**config.mk**
```make
export PLATFORM = sky130hd
export DESIGN_NAME = stride_prefetcher
export DESIGN_NICKNAME = d
export VERILOG_FILES = /design/src/rtl/spf_pkg.sv /design/src/rtl/spf_conf_fsm.sv /design/src/rtl/spf_table.sv /design/src/rtl/spf_olist.sv /design/src/rtl/stride_prefetcher.sv
export SDC_FILE = /design/constraint.sdc
export NUM_CORES = 2
export LEC_CHECK = 0
export BUFFER_PORTS_ARGS = -buffer_cell sky130_fd_sc_hd__clkbuf_2
export CAP_MARGIN = 20
export CORE_MARGIN = 8
export CORE_UTILIZATION = 35
export CTS_CLUSTER_SIZE = 16
export DETAILED_ROUTE_END_ITERATION = 6
export SLEW_MARGIN = 20
export SYNTH_ARGS = -nofsm -noshare
export SYNTH_HDL_FRONTEND = slang
export SYNTH_SLANG_ARGS = --single-unit
```
**constraint.sdc**
```tcl
create_clock -name clk -period 8.3 [get_ports clk]
set_input_delay 0.415 -clock clk [delete_from_list [all_inputs] [get_ports clk]]
set_output_delay 0.415 -clock clk [all_outputs]
set_load 0.05 [all_outputs]
```
**src/rtl/spf_pkg.sv**
```systemverilog
package spf_pkg;
    typedef enum logic [1:0] {
        CONF_INIT   = 2'd0,
        CONF_TRANS  = 2'd1,
        CONF_STEADY = 2'd2,
        CONF_NOPRED = 2'd3
    } conf_e;

    typedef enum logic {
        ISSUE_IDLE = 1'b0,
        ISSUE_HOLD = 1'b1
    } issue_e;
endpackage

```
**src/rtl/spf_conf_fsm.sv**
```systemverilog
module spf_conf_fsm
    import spf_pkg::*;
(
    input  conf_e cur_state,
    input  logic  stride_ok,
    output conf_e nxt_state,
    output logic  take_delta
);
    always_comb begin
        nxt_state  = cur_state;
        take_delta = 1'b0;
        unique case (cur_state)
            CONF_INIT: begin
                nxt_state  = stride_ok ? CONF_STEADY : CONF_TRANS;
                take_delta = !stride_ok;
            end
            CONF_TRANS: begin
                nxt_state  = stride_ok ? CONF_STEADY : CONF_NOPRED;
                take_delta = !stride_ok;
            end
            CONF_STEADY: begin
                nxt_state  = stride_ok ? CONF_STEADY : CONF_INIT;
            end
            CONF_NOPRED: begin
                nxt_state  = stride_ok ? CONF_TRANS : CONF_NOPRED;
                take_delta = !stride_ok;
            end
        endcase
    end
endmodule

```
**src/rtl/spf_table.sv**
```systemverilog
module spf_table
    import spf_pkg::*;
#(
    parameter int PC_W   = 32,
    parameter int ADDR_W = 32,
    parameter int DEPTH  = 16
) (
    input  logic              clk,
    input  logic              rst_n,
    input  logic              wr_valid,
    input  logic [PC_W-1:0]   wr_pc,
    input  logic [ADDR_W-1:0] wr_addr,
    input  logic [PC_W-1:0]   rd_pc,
    output logic              rd_hit,
    output conf_e             rd_conf,
    output logic [ADDR_W-1:0] rd_pred
);
    localparam int IDX_W = $clog2(DEPTH);
    localparam int TAG_W = PC_W - IDX_W - 2;

    logic              vld_q    [DEPTH];
    logic [TAG_W-1:0]  tag_q    [DEPTH];
    logic [ADDR_W-1:0] prev_q   [DEPTH];
    logic [ADDR_W-1:0] stride_q [DEPTH];
    conf_e             conf_q   [DEPTH];

    logic [IDX_W-1:0]  w_idx, r_idx;
    logic [TAG_W-1:0]  w_tag, r_tag;
    logic              w_hit, w_ok, w_take;
    logic [ADDR_W-1:0] w_delta;
    conf_e             w_next;

    assign w_idx   = wr_pc[IDX_W+1:2];
    assign w_tag   = wr_pc[PC_W-1:IDX_W+2];
    assign w_hit   = vld_q[w_idx] && (tag_q[w_idx] == w_tag);
    assign w_delta = wr_addr - prev_q[w_idx];
    assign w_ok    = (w_delta == stride_q[w_idx]);

    spf_conf_fsm i_conf (
        .cur_state (conf_q[w_idx]),
        .stride_ok (w_ok),
        .nxt_state (w_next),
        .take_delta(w_take)
    );

    always_ff @(posedge clk) begin
        if (!rst_n) begin
            for (int i = 0; i < DEPTH; i++) begin
                vld_q[i]    <= 1'b0;
                tag_q[i]    <= '0;
                prev_q[i]   <= '0;
                stride_q[i] <= '0;
                conf_q[i]   <= CONF_INIT;
            end
        end else if (wr_valid) begin
            prev_q[w_idx] <= wr_addr;
            if (w_hit) begin
                conf_q[w_idx] <= w_next;
                if (w_take) stride_q[w_idx] <= w_delta;
            end else begin
                vld_q[w_idx]    <= 1'b1;
                tag_q[w_idx]    <= w_tag;
                stride_q[w_idx] <= '0;
                conf_q[w_idx]   <= CONF_INIT;
            end
        end
    end

    assign r_idx   = rd_pc[IDX_W+1:2];
    assign r_tag   = rd_pc[PC_W-1:IDX_W+2];
    assign rd_hit  = vld_q[r_idx] && (tag_q[r_idx] == r_tag);
    assign rd_conf = conf_q[r_idx];
    assign rd_pred = prev_q[r_idx] + stride_q[r_idx];
endmodule

```
**src/rtl/spf_olist.sv**
```systemverilog
module spf_olist #(
    parameter int LINE_W = 26,
    parameter int DEPTH  = 4
) (
    input  logic                         clk,
    input  logic                         rst_n,
    input  logic [LINE_W-1:0]            query_line,
    output logic                         present,
    output logic                         full,
    input  logic                         alloc,
    input  logic                         release_en,
    input  logic [LINE_W-1:0]            release_line,
    output logic [DEPTH-1:0]             vld_o,
    output logic [DEPTH-1:0][LINE_W-1:0] lines_o,
    output logic [$clog2(DEPTH+1)-1:0]   cnt_o
);
    localparam int SLOT_W = $clog2(DEPTH);
    localparam int CNT_W  = $clog2(DEPTH + 1);

    logic [DEPTH-1:0]             vld_q;
    logic [DEPTH-1:0][LINE_W-1:0] line_q;
    logic [DEPTH-1:0]             hit_vec;
    logic [SLOT_W-1:0]            free_slot;

    for (genvar g = 0; g < DEPTH; g++) begin : g_match
        assign hit_vec[g] = vld_q[g] && (line_q[g] == query_line);
    end

    always_comb begin
        free_slot = '0;
        for (int i = DEPTH - 1; i >= 0; i--) begin
            if (!vld_q[i]) free_slot = SLOT_W'(i);
        end
    end

    always_comb begin
        cnt_o = '0;
        for (int i = 0; i < DEPTH; i++) cnt_o = cnt_o + CNT_W'(vld_q[i]);
    end

    assign present = |hit_vec;
    assign full    = &vld_q;

    always_ff @(posedge clk) begin
        if (!rst_n) begin
            vld_q  <= '0;
            line_q <= '0;
        end else begin
            for (int i = 0; i < DEPTH; i++) begin
                if (release_en && vld_q[i] && (line_q[i] == release_line)) vld_q[i] <= 1'b0;
            end
            if (alloc) begin
                vld_q[free_slot]  <= 1'b1;
                line_q[free_slot] <= query_line;
            end
        end
    end

    assign vld_o   = vld_q;
    assign lines_o = line_q;
endmodule

```
**src/rtl/stride_prefetcher.sv**
```systemverilog
module stride_prefetcher
    import spf_pkg::*;
#(
    parameter int PC_W      = 32,
    parameter int ADDR_W    = 32,
    parameter int TBL_DEPTH = 16,
    parameter int OL_DEPTH  = 4,
    parameter int LINE_BITS = 6
) (
    input  logic              clk,
    input  logic              rst_n,
    input  logic              commit_valid,
    input  logic [PC_W-1:0]   commit_pc,
    input  logic [ADDR_W-1:0] commit_addr,
    input  logic              la_valid,
    input  logic [PC_W-1:0]   la_pc,
    output logic              pf_valid,
    input  logic              pf_ready,
    output logic [ADDR_W-1:0] pf_addr,
    input  logic              done_valid,
    input  logic [ADDR_W-1:0] done_addr
);
    localparam int LINE_W = ADDR_W - LINE_BITS;
    localparam int CNT_W  = $clog2(OL_DEPTH + 1);

    issue_e                         state_q, state_d;
    logic                           probe_hit;
    conf_e                          probe_conf;
    logic [ADDR_W-1:0]              probe_pred;
    logic [LINE_W-1:0]              cand_line;
    logic                           cand_ok, in_flight, ol_full, fire;
    logic [LINE_W-1:0]              line_q;
    logic [OL_DEPTH-1:0]            ol_vld;
    logic [OL_DEPTH-1:0][LINE_W-1:0] ol_lines;
    logic [CNT_W-1:0]               ol_cnt;

    spf_table #(.PC_W(PC_W), .ADDR_W(ADDR_W), .DEPTH(TBL_DEPTH)) i_tbl (
        .clk     (clk),
        .rst_n   (rst_n),
        .wr_valid(commit_valid),
        .wr_pc   (commit_pc),
        .wr_addr (commit_addr),
        .rd_pc   (la_pc),
        .rd_hit  (probe_hit),
        .rd_conf (probe_conf),
        .rd_pred (probe_pred)
    );

    assign cand_line = probe_pred[ADDR_W-1:LINE_BITS];
    assign cand_ok   = la_valid && probe_hit && (probe_conf == CONF_STEADY);
    assign fire      = (state_q == ISSUE_IDLE) && cand_ok && !in_flight && !ol_full;

    spf_olist #(.LINE_W(LINE_W), .DEPTH(OL_DEPTH)) i_olist (
        .clk         (clk),
        .rst_n       (rst_n),
        .query_line  (cand_line),
        .present     (in_flight),
        .full        (ol_full),
        .alloc       (fire),
        .release_en  (done_valid),
        .release_line(done_addr[ADDR_W-1:LINE_BITS]),
        .vld_o       (ol_vld),
        .lines_o     (ol_lines),
        .cnt_o       (ol_cnt)
    );

    always_comb begin
        state_d = state_q;
        unique case (state_q)
            ISSUE_IDLE: if (fire)     state_d = ISSUE_HOLD;
            ISSUE_HOLD: if (pf_ready) state_d = ISSUE_IDLE;
        endcase
    end

    always_ff @(posedge clk) begin
        if (!rst_n) begin
            state_q <= ISSUE_IDLE;
            line_q  <= '0;
        end else begin
            state_q <= state_d;
            if (fire) line_q <= cand_line;
        end
    end

    always_comb begin
        pf_valid = (state_q == ISSUE_HOLD);
        pf_addr  = {line_q, {LINE_BITS{1'b0}}};
    end
endmodule

```
==> metrics.txt <==
Final Max Slew Viols=0; Final Hold Vio Count=0; CP max stage delay=0.78 ns; Initial Utilization=35.1%; Mean Syn Cell Area=13.9 um2; worst hold slack=0.0508 ns; Ports=167; share of async-settable or async-resettable flops after synthesis=0%; Sw Ratio=29.9%; synthesis-to-finish area growth=12.2%; CP Class=in2reg; Startpoint Class=input port; Multi-input gate area=42000 um2; Die Width=529 um; Netlist cell types=108; Final Wtd Congestion=0.936; sequential power share=42.6%; slowest stage cell, crit path=a2111oi_4; First-pass DRT Iterations=6; clk root buf=clkbuf_16; Hold Path Class=in2reg; clock share of power=34.5%; Synth Cell Area=92000 um2; die area=279000 um2; Logic pwr share=22.9%; Leak Pwr=37.2 nW; Int Pwr=15.6 mW; DPL Wire Length=199000 um; setup bufs post-CTS=0; Final #Nets=6768; maximum VDD drop=0.152 mV; Max Clock Skew=0.0840 ns; CP most frequent cell=buf_4; num rows=188; Slew @ Worst Pin=1.19 ns; H-tree Lvls=4; Routed Antenna Nets=0; Post-synth EDFFs=1472; number of vias per cell=6.16; clk sinks=1623; Worst EP arrival=7.93 ns; FMAX=0.140 GHz; Storage cell area=47200 um2; net switching power figure=6.67 mW; vias=62900; fin crit period=7.12 ns; Fill cells=24100; Cell Pwr Density=216 nW/um2; Max transition margin=20.8%; register bit total from synthesis=1623; WP buf/inv=5; predominant post-synthesis flop cell=edfxtp_1; crit path max fanout=64; total gr overflow=0; First DRT Iteration DRCs=8404; initial antenna violation count=27; Worst EP required=9.11 ns; Port Buf Inserts=150; RSZ-0062 raised after global routing=false; Tot GR Track Use=22.2%; register area share after synthesis=51.3%; Die H=529 um; global-route wire length before repair=456000 um; Final TNS setup=0 ns; clk_lat worst skew=0.91 ns; Routed wire per std cell=31.3 um; Top delay family on crit path=simple AND/OR/NAND/NOR gates; Ys Warns=0; maximum clock insertion buffer count=4; # DRC=0; Post-Route WL=320000 um; Cells after Synth=6622; Core ar.=262000 um2; R2R setup slack=1.38 ns; pin count of the biggest net entering global routing=100; crit share post-route=85.8%; PostCTS Resize Cnt=0; CP endpoint kind=register; cts bufs inserted=181; status=completed; CTS tree=yes; vias in the first global route=63000; share of cells above drive strength 1=25.5%; max cap viols=0; critical path cell sequence=buf_8 -> buf_12 -> buf_4 -> mux4_2 -> mux4_2 -> ha_1 -> buf_4 -> nand4_1 -> nor2_1 -> nand3_1 -> nor4_1 -> nor2_1 -> xnor2_1 -> xor2_1 -> nor4_1 -> and4_1 -> a2111oi_4 -> buf_4 -> nand3_1 -> a211oi_1; Setup violations, final=0; Reg clk slew, reported paths=0.07 ns
## Yosys cell counts, types with 26 or more instances
master	number	share of area, %
nor2_1	573	2.3
edfxtp_1	1472	48
xor2_1	54	0.51
nor4_1	167	1.1
nand2_1	305	1.2
inv_1	68	0.28
and2_1	283	1.9
o21ai_0	77	0.42
a21o_1	56	0.46
buf_2	79	0.43
mux4_2	909	22
and3_1	652	4.4
buf_1	45	0.18
clkbuf_1	530	2.2
nand3_1	79	0.43
ha_1	70	0.95
mux2i_1	119	1.3
nand4_1	90	0.61
o31ai_1	28	0.23
a21oi_1	124	0.67
nor3_1	48	0.26
xnor2_1	231	2.2
dfxtp_1	151	3.3
xnor3_1	26	0.64
## cells in the final DEF (no fill, tap or decap), types with 53 or more instances in the layout
cell type,Yosys,final
a21oi_1,124,124
and2_1,283,282
and3_1,652,651
buf_12,2,56
buf_4,15,232
clkbuf_16,0,184
clkbuf_2,1,141
dfxtp_1,151,151
edfxtp_1,1472,1472
ha_1,70,70
inv_1,68,68
mux2i_1,119,119
mux4_2,909,909
nand2_1,305,286
nand3_1,79,79
nand4_1,90,90
nor2_1,573,558
nor4_1,167,167
o21ai_0,77,61
xnor2_1,231,229
xor2_1,54,53
## state kept, by name, summed over array words and instances (netlist names)
name,flops
i_tbl.tag_q,416
i_tbl.prev_q,512
pf_valid,1
i_tbl.vld_q,16
i_tbl.conf_q,32
i_olist.lines_o,104
i_tbl.stride_q,512
i_olist.vld_o,4
line_q,26
## routing by layer
layer | wire [um] | up-vias | global-route usage, %
met5 | 92 | - | 0
met4 | 15400 | 14 | 9.72
met3 | 37500 | 793 | 5.81
met2 | 149000 | 3926 | 35.5
met1 | 117000 | 32300 | 28.4
li1 | - | 25900 | -
## per-stage QoR
stage               setup slack, ns  cell area, um2  util, %  cells  power, mW
floorplan                    0.0570           92000        -   6627       12.8
global placement              0.484           97600     37.3   9892       14.6
detailed placement            0.415           97600     37.3   9893       14.7
CTS                            1.30          103000     39.4  10200       22.3
global route                  0.840          103000     39.4  10200       23.0
finish                         1.18          103000     39.4  10200       22.3
## what timing repair did
action / 4_1_cts / 5_1_grt
setup endpoints to repair: 0 / 0
hold endpoints to repair: 1 / 0
hold buffers: 1 / 0
## cell families (layout without fill, tap and decap cells)
group | Yosys count | count (layout) | synth area share, %
AO/OA/AOI/OAI | 484 | 484 | 3.61
AND/OR/NAND/NOR | 2335 | 2335 | 13.6
other | 1 | 18 | 0.00408
XOR/XNOR | 316 | 316 | 3.47
adder cells (fa/ha/maj) | 71 | 71 | 0.974
multiplexers | 1032 | 1032 | 23.6
buffers and inverters | 760 | 823 | 3.44
flip-flops | 1623 | 1623 | 51.3
## power by group through the flow
stage	clock [mW]	sequential [mW]	combinational, mW
after floorplan	0	9.60	3.16
after global placement	0	9.63	4.97
after detailed placement	0	9.67	5.01
after CTS	7.79	9.50	5.02
after global routing	8.08	9.54	5.34
final	7.71	9.50	5.10
## area by class of cell
class,count,area share [%]
flip-flops and latches,1623,45.8
multi-input cells,4244,40.7
diodes,12,0.0291
repair buffers,441,3.61
inverters,72,0.263
clock inverters,85,0.643
well taps,3515,4.26
clock buffers,225,4.67
## final timing paths
path / from / endpoint / cells past startpoint
worst max-delay path: la_pc[2] / i_olist.lines_o[85] / 20
worst min-delay path: commit_addr[6] / i_tbl.prev_q[10][6] / 2
worst max register to register: i_tbl.prev_q[13][0] / i_tbl.stride_q[13][3] / 20
worst min register to register: line_q[17] / line_q[17] / 2
(Power assumes the default switching activity.)
